`src/rtl/ledwave_pkg.sv`:
```
package ledwave_pkg;

  typedef enum logic [1:0] {
    ST_IDLE = 2'd0,
    ST_RST  = 2'd1,
    ST_SEND = 2'd2
  } enc_state_t;

  // High time, in cycles, of a slot that carries bit value b
  function automatic int unsigned high_span(input logic b, input int unsigned zero_hi,
                                            input int unsigned one_hi);
    return b ? one_hi : zero_hi;
  endfunction

endpackage

```
`src/rtl/ledwave_feed.sv`:
```
module ledwave_feed #(
  parameter int unsigned CNT_W = 16
) (
  input  logic             clk,
  input  logic             rst_n,
  input  logic             run,
  input  logic             arm,
  input  logic [CNT_W-1:0] arm_count,
  input  logic             take,
  input  logic [7:0]       byte_in,
  input  logic             byte_valid,
  output logic             byte_ready,
  output logic             hold_full,
  output logic [7:0]       hold_byte
);

  logic [CNT_W-1:0] fetch_left;
  logic             accept;

  assign byte_ready = run && !hold_full && (fetch_left != '0);
  assign accept     = byte_ready && byte_valid;

  always_ff @(posedge clk) begin
    if (!rst_n) begin
      fetch_left <= '0;
      hold_full  <= 1'b0;
      hold_byte  <= '0;
    end else if (arm) begin
      fetch_left <= arm_count;
      hold_full  <= 1'b0;
    end else begin
      if (accept) begin
        hold_byte  <= byte_in;
        hold_full  <= 1'b1;
        fetch_left <= fetch_left - 1'b1;
      end else if (take) begin
        hold_full <= 1'b0;
      end
    end
  end

  p_take_needs_byte_r6 : assert property (@(posedge clk) disable iff (!rst_n)
    take |-> hold_full);
  p_ready_only_busy_r6 : assert property (@(posedge clk) disable iff (!rst_n)
    byte_ready |-> run);

endmodule

```
`src/rtl/ledwave_slot.sv`:
```
module ledwave_slot
  import ledwave_pkg::*;
#(
  parameter int unsigned SLOT_PHASES = 10,
  parameter int unsigned ZERO_HIGH   = 2,
  parameter int unsigned ONE_HIGH    = 7
) (
  input  logic       clk,
  input  logic       rst_n,
  input  logic       run,
  input  logic       load,
  input  logic [7:0] load_byte,
  output logic       byte_end,
  output logic       line
);

  localparam int unsigned PH_W = (SLOT_PHASES > 1) ? $clog2(SLOT_PHASES) : 1;
  localparam logic [PH_W-1:0] PH_LAST = PH_W'(SLOT_PHASES - 1);

  logic [PH_W-1:0] phase;
  logic [2:0]      bit_idx;
  logic [7:0]      shreg;
  logic            slot_end;

  assign slot_end = run && (phase == PH_LAST);
  assign byte_end = slot_end && (bit_idx == 3'd7);
  assign line     = run && (32'(phase) < high_span(shreg[7], ZERO_HIGH, ONE_HIGH));

  always_ff @(posedge clk) begin
    if (!rst_n) begin
      phase   <= '0;
      bit_idx <= '0;
      shreg   <= '0;
    end else if (load) begin
      phase   <= '0;
      bit_idx <= '0;
      shreg   <= load_byte;
    end else if (run) begin
      if (slot_end) begin
        phase   <= '0;
        bit_idx <= bit_idx + 1'b1;
        shreg   <= {shreg[6:0], 1'b0};
      end else begin
        phase <= phase + 1'b1;
      end
    end
  end

  p_rise_at_phase0_r3 : assert property (@(posedge clk) disable iff (!rst_n)
    $rose(line) |-> (phase == '0));
  p_low_last_phase_r4 : assert property (@(posedge clk) disable iff (!rst_n)
    slot_end |-> !line);
  p_high_first_phase_r3 : assert property (@(posedge clk) disable iff (!rst_n)
    (run && phase == '0) |-> line);

endmodule

```
`src/rtl/ledwave_enc.sv`:
```
module ledwave_enc
  import ledwave_pkg::*;
#(
  parameter int unsigned CNT_W       = 16,
  parameter int unsigned SLOT_PHASES = 10,
  parameter int unsigned ZERO_HIGH   = 2,
  parameter int unsigned ONE_HIGH    = 7,
  parameter int unsigned RESET_TICKS = 320
) (
  input  logic             clk,
  input  logic             rst_n,
  input  logic             start_i,
  input  logic [CNT_W-1:0] count_i,
  input  logic [7:0]       byte_i,
  input  logic             byte_valid_i,
  output logic             byte_ready_o,
  output logic             line_o,
  output logic             busy_o,
  output logic             done_o,
  output logic             underrun_o
);

  localparam int unsigned RC_W = $clog2(RESET_TICKS + 1);
  localparam logic [RC_W-1:0] RC_LAST = RC_W'(RESET_TICKS - 1);

  enc_state_t       st;
  logic [RC_W-1:0]  rcnt;
  logic [CNT_W-1:0] send_left;
  logic             done_q, under_q;

  logic       arm, rst_last, byte_end, need_byte, load, starve, finish, run;
  logic       hold_full;
  logic [7:0] hold_byte;

  assign arm       = (st == ST_IDLE) && start_i && (count_i != '0);
  assign rst_last  = (st == ST_RST) && (rcnt == RC_LAST);
  assign need_byte = rst_last || (byte_end && (send_left != '0));
  assign load      = need_byte && hold_full;
  assign starve    = need_byte && !hold_full;
  assign finish    = byte_end && (send_left == '0);
  assign run       = (st == ST_SEND);

  always_ff @(posedge clk) begin
    if (!rst_n) begin
      st        <= ST_IDLE;
      rcnt      <= '0;
      send_left <= '0;
      done_q    <= 1'b0;
      under_q   <= 1'b0;
    end else begin
      done_q <= 1'b0;
      if (load) send_left <= send_left - 1'b1;
      unique case (st)
        ST_IDLE: if (arm) begin
          st        <= ST_RST;
          rcnt      <= '0;
          send_left <= count_i;
          under_q   <= 1'b0;
        end
        ST_RST: begin
          rcnt <= rcnt + 1'b1;
          if (load) st <= ST_SEND;
          else if (starve) begin
            st      <= ST_IDLE;
            under_q <= 1'b1;
          end
        end
        ST_SEND: begin
          if (finish) begin
            st     <= ST_IDLE;
            done_q <= 1'b1;
          end else if (starve) begin
            st      <= ST_IDLE;
            under_q <= 1'b1;
          end
        end
        default: st <= ST_IDLE;
      endcase
    end
  end

  ledwave_feed #(.CNT_W(CNT_W)) u_feed (
    .clk(clk), .rst_n(rst_n), .run(st != ST_IDLE), .arm(arm), .arm_count(count_i),
    .take(load), .byte_in(byte_i), .byte_valid(byte_valid_i),
    .byte_ready(byte_ready_o), .hold_full(hold_full), .hold_byte(hold_byte)
  );

  ledwave_slot #(.SLOT_PHASES(SLOT_PHASES), .ZERO_HIGH(ZERO_HIGH), .ONE_HIGH(ONE_HIGH)) u_slot (
    .clk(clk), .rst_n(rst_n), .run(run), .load(load), .load_byte(hold_byte),
    .byte_end(byte_end), .line(line_o)
  );

  assign busy_o     = (st != ST_IDLE);
  assign done_o     = done_q;
  assign underrun_o = under_q;

  p_idle_line_low_r8 : assert property (@(posedge clk) disable iff (!rst_n)
    !busy_o |-> !line_o);
  p_done_single_r8 : assert property (@(posedge clk) disable iff (!rst_n)
    done_o |=> !done_o);
  p_done_ends_busy_r8 : assert property (@(posedge clk) disable iff (!rst_n)
    done_o |-> (!busy_o && $past(busy_o)));
  p_under_stops_r7 : assert property (@(posedge clk) disable iff (!rst_n)
    $rose(underrun_o) |-> !busy_o);
  p_reset_line_low_r2 : assert property (@(posedge clk) disable iff (!rst_n)
    (st == ST_RST) |-> !line_o);
  p_busy_start_ignored_r9 : assert property (@(posedge clk) disable iff (!rst_n)
    (busy_o && start_i && !done_o && !starve && !finish) |=> busy_o);

endmodule

```
`config.mk`:
```
export PLATFORM = sky130hd
export DESIGN_NAME = ledwave_enc
export DESIGN_NICKNAME = d
export VERILOG_FILES = /design/src/rtl/ledwave_pkg.sv /design/src/rtl/ledwave_feed.sv /design/src/rtl/ledwave_slot.sv /design/src/rtl/ledwave_enc.sv
export SDC_FILE = /design/constraint.sdc
export NUM_CORES = 1
export LEC_CHECK = 0
export ABC_CLOCK_PERIOD_IN_PS = 3000
export BUFFER_PORTS_ARGS = -buffer_cell sky130_fd_sc_hd__buf_2
export CAP_MARGIN = 10
export CORE_MARGIN = 2
export CORE_UTILIZATION = 25
export CTS_CLUSTER_SIZE = 10
export DETAILED_ROUTE_END_ITERATION = 8
export GPL_ROUTABILITY_DRIVEN = 0
export GPL_TIMING_DRIVEN = 0
export PLACE_DENSITY_LB_ADDON = 0.08
export SLEW_MARGIN = 25
export SYNTH_ARGS = -nofsm -noshare
export SYNTH_HDL_FRONTEND = slang
export SYNTH_SLANG_ARGS = --single-unit
```
`constraint.sdc`:
```
create_clock -name clk -period 3 [get_ports clk]
set_input_delay 0.15 -clock clk [delete_from_list [all_inputs] [get_ports clk]]
set_output_delay 0.15 -clock clk [all_outputs]
set_load 0.02 [all_outputs]
```
After elaboration in Yosys (flattened, before gate mapping)
Index checks and enable logic that the tools add are counted.
W data, S select, Z words.

operators by class
  eq/ne operators = 8
  $lt $le $gt $ge = 1
  multiplexer cells = 25
  reductions and logical operators = 35
  bitwise gates (word level) = 2
  $add $sub $neg = 5

operators with widths
  operator                 count
  $mux W16                 5
  $reduce_bool A16 Y1      3
  $lt A4 B32 Y1            1
  $sub A16 B1 Y16 const B  2
  $mux W8                  3
  $pmux W9 S2              1
  $logic_not A16 Y1        1
  $logic_and A1 B1 Y1      13
  $reduce_bool A2 Y1       6
  $reduce_and A2 Y1        5
  $add A9 B1 Y9 const B    1
  $eq A9 B9 Y1 const B     1
  $mux W9                  1
  $mux W2                  4
  $mux W1                  7
  $ne A2 B2 Y1 const B     3
  $pmux W2 S3              1
  $add A4 B1 Y4 const B    1
  $eq A4 B4 Y1 const B     1
  $mux W4                  1
  $reduce_and A4 Y1        1
  $reduce_or A2 Y1         2
  $add A3 B1 Y3 const B    1
  $eq A3 B3 Y1 const B     1
  9 further kinds          10

word-level totals
  bits in registers = 69
  input port bits = 28

Logic depth before layout (Yosys ltp)
  depth after elaboration = 9
  mapped depth = 10
  gate-level depth less buffers = 7

Hierarchy
Synthesis repeated with hierarchy kept, for this count alone.

second synthesis, totals
  cells, all modules = 471
  area total of the unflattened synthesis = 4006.3 um^2

by module, submodules not included
  module        cells each  times used  area each (um^2)
  ledwave_enc   220         1           1820.5
  ledwave_feed  166         1           1428.9
  ledwave_slot  85          1           757.0

Least setup slack after synthesis
OpenSTA, ideal clock, no wires.

  kind = register to register
  from = register rcnt[0]
  to = register send_left[11]
  clock period less this slack = 2.116 ns
  cell stages (with the launch flop) = 7
  arrival time = 2.042 ns
  required time = 2.926 ns
  setup slack = 0.884 ns
  path buffers = 0
  setup time = 0.074 ns
  cell sequence = dfxtp_1 ha_1 nand3_1 or4_1 a21boi_4 or4_1 a31oi_1

between the ends
  word-level cells in the longest chain between the ends = 7

RTL lines
  what                    line               text
  from (decl)             ledwave_enc.sv:27  logic [RC_W-1:0] rcnt;
  from (signal assigned)  ledwave_enc.sv:61  rcnt <= rcnt + 1'b1;
  $eq A9 B9 Y1 *          ledwave_enc.sv:36  assign rst_last = (st == ST_RST) && (rcnt == RC_LAST);
  $logic_and A1 B1 Y1 *   ledwave_enc.sv:36
  $logic_or A1 B1 Y1 *    ledwave_enc.sv:37  assign need_byte = rst_last || (byte_end && (send_left != '0));
  $logic_and A1 B1 Y1 *   ledwave_enc.sv:38  assign load = need_byte && hold_full;
  $mux W16 *              ledwave_enc.sv:52  if (load) send_left <= send_left - 1'b1;
  $mux W16                ledwave_enc.sv:54  ST_IDLE: if (arm) begin
  $mux W16 *              ledwave_enc.sv:53  unique case (st)
  to (signal assigned)    ledwave_enc.sv:52
  to (signal assigned)    ledwave_enc.sv:57  send_left <= count_i;
  to (decl)               ledwave_enc.sv:28  logic [CNT_W-1:0] send_left;

Every way passes the cells marked *; elsewhere a longest branch is shown, timed or not.
A chain may end at the register's enable or synchronous reset.

Final worst setup path
  from = register st[0]
  to = register send_left[9]

between the ends
  word-level cells in the longest chain between the ends = 9

RTL lines
  what                    line                text
  from (decl)             ledwave_enc.sv:26   enc_state_t st;
  from (signal assigned)  ledwave_enc.sv:45   st <= ST_IDLE;
  from (signal assigned)  ledwave_enc.sv:55   st <= ST_RST;
  from (signal assigned)  ledwave_enc.sv:62   if (load) st <= ST_SEND;
  $eq A2 B2 Y1            ledwave_enc.sv:41   assign run = (st == ST_SEND);
  $logic_and A1 B1 Y1     ledwave_slot.sv:25  assign slot_end = run && (phase == PH_LAST);
  $logic_and A1 B1 Y1     ledwave_slot.sv:26  assign byte_end = slot_end && (bit_idx == 3'd7);
  $logic_and A1 B1 Y1     ledwave_enc.sv:37
  $logic_or A1 B1 Y1      ledwave_enc.sv:37
  $logic_and A1 B1 Y1     ledwave_enc.sv:38
  $mux W16                ledwave_enc.sv:52
  $mux W16                ledwave_enc.sv:54
  $mux W16 *              ledwave_enc.sv:53

Marked as above.

==> flow_results.xml <==
<?xml version="1.0" encoding="UTF-8"?>
<metrics>
  <group name="placement">
    <metric name="placedInstanceArea" unit="sq mm">0.00433</metric>
    <metric name="place.detailed.hpwl" unit="um">9670</metric>
    <metric name="port_buffers" unit="">32</metric>
    <metric name="placed_cells" unit="">702</metric>
  </group>
  <group name="sta">
    <metric name="final.min_clock_period" unit="ps">2660</metric>
    <metric name="max_freq" unit="GHz">0.375</metric>
    <metric name="rsz0062_at_grt" unit="">no</metric>
    <metric name="fin_crit_sh" unit="">0.888</metric>
    <metric name="finalClockSkew" unit="ps">8.30</metric>
    <metric name="setup-tns-final" unit="ps">0</metric>
    <metric name="timing_worst_slew_pin_value" unit="ps">792</metric>
    <metric name="hold_viol" unit="">0</metric>
    <metric name="final_max_slew_viol_count" unit="">0</metric>
    <metric name="maxSlewHeadroom" unit="">0.472</metric>
    <metric name="final-setup-viol-count" unit="">0</metric>
  </group>
  <group name="route">
    <metric name="firstDrtPassIters" unit="">4</metric>
    <metric name="via_per_inst" unit="">5.21</metric>
    <metric name="drc_errors" unit="">0</metric>
    <metric name="drt-total-wl" unit="um">13200</metric>
    <metric name="post_drt_wl_per_cell" unit="um">18.4</metric>
    <metric name="post_detailed_route_count_of_antenna_violating_nets" unit="">0</metric>
    <metric name="drt_iter0_drc" unit="">136</metric>
    <metric name="routed_vias" unit="">3738</metric>
  </group>
  <group name="synthesis">
    <metric name="synth_net_count" unit="">501</metric>
    <metric name="synth_cells" unit="">459</metric>
    <metric name="synth-edff-count" unit="">0</metric>
    <metric name="yosys_register_bits" unit="">69</metric>
    <metric name="ys_types" unit="">68</metric>
    <metric name="synth_area_per_inst" unit="sq um">8.52</metric>
    <metric name="async_flop_share" unit="">0</metric>
    <metric name="yosys_warnings" unit="">0</metric>
    <metric name="mappedNetlistArea" unit="sq mm">0.00391</metric>
    <metric name="synth_sequential_area_ratio" unit="">0.353</metric>
    <metric name="ys_dominant_reg_cell" unit="">sky130_fd_sc_hd__dfxtp_1</metric>
  </group>
  <group name="clocking">
    <metric name="cts_tree" unit="">yes</metric>
    <metric name="cts_max_level" unit="">3</metric>
    <metric name="cts_setup_buffers" unit="">0</metric>
    <metric name="cts_sinks" unit="">69</metric>
    <metric name="cts_resized" unit="">0</metric>
    <metric name="clkTransAtPathRegs" unit="ps">60</metric>
    <metric name="clock_latency" unit="ps">350</metric>
    <metric name="cts-hold-fix-buffers" unit="">0</metric>
    <metric name="cts.root.buffer_cell" unit="">sky130_fd_sc_hd__clkbuf_16</metric>
    <metric name="numCtsBuffers" unit="">9</metric>
    <metric name="clk_path_buf_depth" unit="">2</metric>
  </group>
  <group name="floorplan">
    <metric name="start_util" unit="">0.256</metric>
    <metric name="core_area" unit="sq mm">0.0153</metric>
    <metric name="floorplan.io_pins" unit="">33</metric>
    <metric name="dieArea" unit="sq mm">0.0167</metric>
    <metric name="rows" unit="">45</metric>
    <metric name="die_height" unit="um">129</metric>
    <metric name="die_x" unit="um">129</metric>
  </group>
  <group name="run">
    <metric name="max-cap-violations" unit="">0</metric>
  </group>
  <group name="critical_path">
    <metric name="worst-r2r-setup-slack" unit="ps">340</metric>
    <metric name="worstReg2RegEnd" unit="">send_left[9]$_SDFF_PN0_</metric>
    <metric name="worstPathCellList" unit="">inv_1 &gt; ha_1 &gt; and4b_1 &gt; buf_2 &gt; and3_1 &gt; a22o_1 &gt; clkbuf_1 &gt; nand4b_1 &gt; a31oi_1</metric>
    <metric name="timing.critical_path.arrival" unit="ps">2930</metric>
    <metric name="max_stage_delay" unit="ps">490</metric>
    <metric name="worst_ep_required_time" unit="ps">3270</metric>
    <metric name="rr_worst_depth" unit="">9</metric>
    <metric name="end_kind" unit="">flip-flop</metric>
    <metric name="worst_setup_path_start_kind" unit="">flip-flop</metric>
    <metric name="worst-path-max-fanout" unit="">10</metric>
    <metric name="r2r-start" unit="">st[0]$_SDFFE_PN0N_</metric>
    <metric name="crit_type" unit="">reg2reg</metric>
    <metric name="cpMaxStageDelayCell" unit="">sky130_fd_sc_hd__clkbuf_1</metric>
  </group>
  <group name="grt">
    <metric name="globalRouteTotalUtil" unit="">0.167</metric>
    <metric name="first_global_vias" unit="">3697</metric>
    <metric name="gr-total-overflow" unit="">0</metric>
    <metric name="grt_first_pass_wirelength" unit="um">21200</metric>
    <metric name="grt_max_degree" unit="">13</metric>
    <metric name="antenna_found_initial" unit="">0</metric>
  </group>
  <group name="power_and_ir_drop">
    <metric name="p_leak" unit="nW">1.67</metric>
    <metric name="power.density" unit="mW/mm^2">618</metric>
    <metric name="irDropWorstVdd" unit="V">0.000286</metric>
  </group>
  <group name="layout">
    <metric name="final_cell_area" unit="sq mm">0.00473</metric>
    <metric name="seqCellArea" unit="sq mm">0.00138</metric>
    <metric name="layout.filler_cells" unit="">1657</metric>
    <metric name="post_route_cells_drive_above_1_share" unit="">0.160</metric>
    <metric name="multiInputGateArea" unit="sq mm">0.00232</metric>
    <metric name="commonest_cells_after_routing_fill_and_taps_aside" unit="">sky130_fd_sc_hd__dfxtp_1, sky130_fd_sc_hd__nand2_1, sky130_fd_sc_hd__buf_2</metric>
    <metric name="synthToLayoutAreaGrowth" unit="%">21.0</metric>
    <metric name="insertedDiodeCount" unit="">0</metric>
    <metric name="layout_commonest_cell" unit="">sky130_fd_sc_hd__dfxtp_1</metric>
    <metric name="finish.net_count" unit="">544</metric>
    <metric name="layout.cells.non_filler" unit="">718</metric>
  </group>
  <group name="worst_hold_path">
    <metric name="hold_path_depth" unit="">3</metric>
    <metric name="worstHoldEndpoint" unit="">u_feed.hold_byte[6]$_SDFFE_PN0P_</metric>
    <metric name="holdCritPathClass" unit="">in2reg</metric>
    <metric name="hold_path_startpoint" unit="">byte_i[6]</metric>
  </group>
  <group name="status">
    <metric name="outcome" unit="">finished, final reports clean</metric>
  </group>
</metrics>
## metal layers
| layer | GRT usage | wire length [um] | vias to the layer above |
|---|---|---|---|
| met4 | 0.0512 | 253 | 0 |
| met2 | 0.267 | 5970 | 84 |
| li1 | - | - | 1841 |
| met5 | 0 | 0 | - |
| met3 | 0.0425 | 544 | 20 |
| met1 | 0.223 | 6430 | 1793 |
## layout make-up
| type | instances | share of cell area |
|---|---|---|
| tap | 211 | 0.0558 |
| timing repair buffer | 32 | 0.0339 |
| clock inverter | 6 | 0.0333 |
| buffer | 23 | 0.0294 |
| inverter | 18 | 0.0143 |
| sequential | 69 | 0.292 |
| clock buffer | 10 | 0.0505 |
| multi-input combinational | 349 | 0.491 |
## registers in the layout (all words and copies together), names as in the netlist
name / flops
rcnt: 9
send_left: 16
u_feed.fetch_left: 16
st: 2
u_slot.shreg: 8
u_feed.hold_byte: 8
u_slot.bit_idx: 3
done_o: 1
u_slot.phase: 4
underrun_o: 1
u_feed.hold_full: 1
## kinds of logic (layout without fill, tap and decap cells)
group | count (synthesis) | count (layout) | share of synthesized area
buf+inv | 41 | 89 | 0.0528
mux | 7 | 7 | 0.0189
fa+ha+maj | 14 | 14 | 0.0448
simple gates | 189 | 189 | 0.268
xor+xnor | 9 | 9 | 0.0202
flops | 69 | 69 | 0.353
compound gates | 130 | 130 | 0.242
## power by group
group | internal, mW | switching [mW] | total, mW
combinational | 0.160 | 0.287 | 0.448
sequential | 0.970 | 0.0608 | 1.03
clock | 1.00 | 0.443 | 1.45
total | 2.13 | 0.791 | 2.92
## synth_stat cells (4+ instances only)
cell	instances	area, sq um
sky130_fd_sc_hd__nand3_1	15	75.1
sky130_fd_sc_hd__o21ai_0	18	90.1
sky130_fd_sc_hd__nor4_1	7	43.8
sky130_fd_sc_hd__or3_1	6	37.5
sky130_fd_sc_hd__or4_4	4	45.0
sky130_fd_sc_hd__o22ai_1	7	43.8
sky130_fd_sc_hd__a21oi_1	25	125
sky130_fd_sc_hd__o31ai_1	7	52.6
sky130_fd_sc_hd__a31oi_1	18	113
sky130_fd_sc_hd__or4_1	14	105
sky130_fd_sc_hd__clkbuf_1	13	48.8
sky130_fd_sc_hd__nor3_1	13	65.1
sky130_fd_sc_hd__and3_1	7	43.8
sky130_fd_sc_hd__buf_6	6	67.6
sky130_fd_sc_hd__nand4_1	8	50.1
sky130_fd_sc_hd__inv_1	17	63.8
sky130_fd_sc_hd__ha_1	14	175
sky130_fd_sc_hd__nand2_1	58	218
sky130_fd_sc_hd__o2bb2a_1	4	40.0
sky130_fd_sc_hd__nand4b_1	4	35.0
sky130_fd_sc_hd__dfxtp_1	69	1380
sky130_fd_sc_hd__mux2i_1	4	40.0
sky130_fd_sc_hd__o211ai_1	8	60.1
sky130_fd_sc_hd__a211oi_1	8	60.1
sky130_fd_sc_hd__xnor2_1	7	61.3
sky130_fd_sc_hd__a311oi_1	8	70.1
sky130_fd_sc_hd__nor2_1	29	109
## worst max-delay path: cells and delay by family (launching register included)
kind,cells,cell delay (ps)
buf+inv,3,830
simple gates,3,650
compound gates,2,500
flops,1,340
fa+ha+maj,1,280
## how the worst max path moves through the flow
| stage | start | endpoint | depth (start not counted) |
|---|---|---|---|
| 6_report | st[0]$_SDFFE_PN0N_ | send_left[9]$_SDFF_PN0_ | 9 |
| 5_1_grt | u_feed.fetch_left[0]$_SDFFE_PN0P_ | u_feed.hold_byte[0]$_SDFFE_PN0P_ | 9 |
| 4_1_cts | st[0]$_SDFFE_PN0N_ | send_left[9]$_SDFF_PN0_ | 9 |
| 3_5_place_dp | st[0]$_SDFFE_PN0N_ | send_left[9]$_SDFF_PN0_ | 9 |
| 3_3_place_gp | st[0]$_SDFFE_PN0N_ | send_left[4]$_SDFF_PN0_ | 9 |
| 2_1_floorplan | rcnt[0]$_SDFFE_PN0P_ | send_left[11]$_SDFF_PN0_ | 6 |
## stage by stage
step           setup slack, ps  total power, mW  utilization  hold slack [ps]
5_1_grt                    116             3.06        0.310             33.4
4_1_cts                    286             2.96        0.310             25.8
3_5_place_dp               318             1.49        0.284              397
2_1_floorplan              884             1.34            -              286
3_3_place_gp               329             1.49        0.284              390
6_report                   337             2.92        0.310             39.3
(Power assumes the default switching activity.)
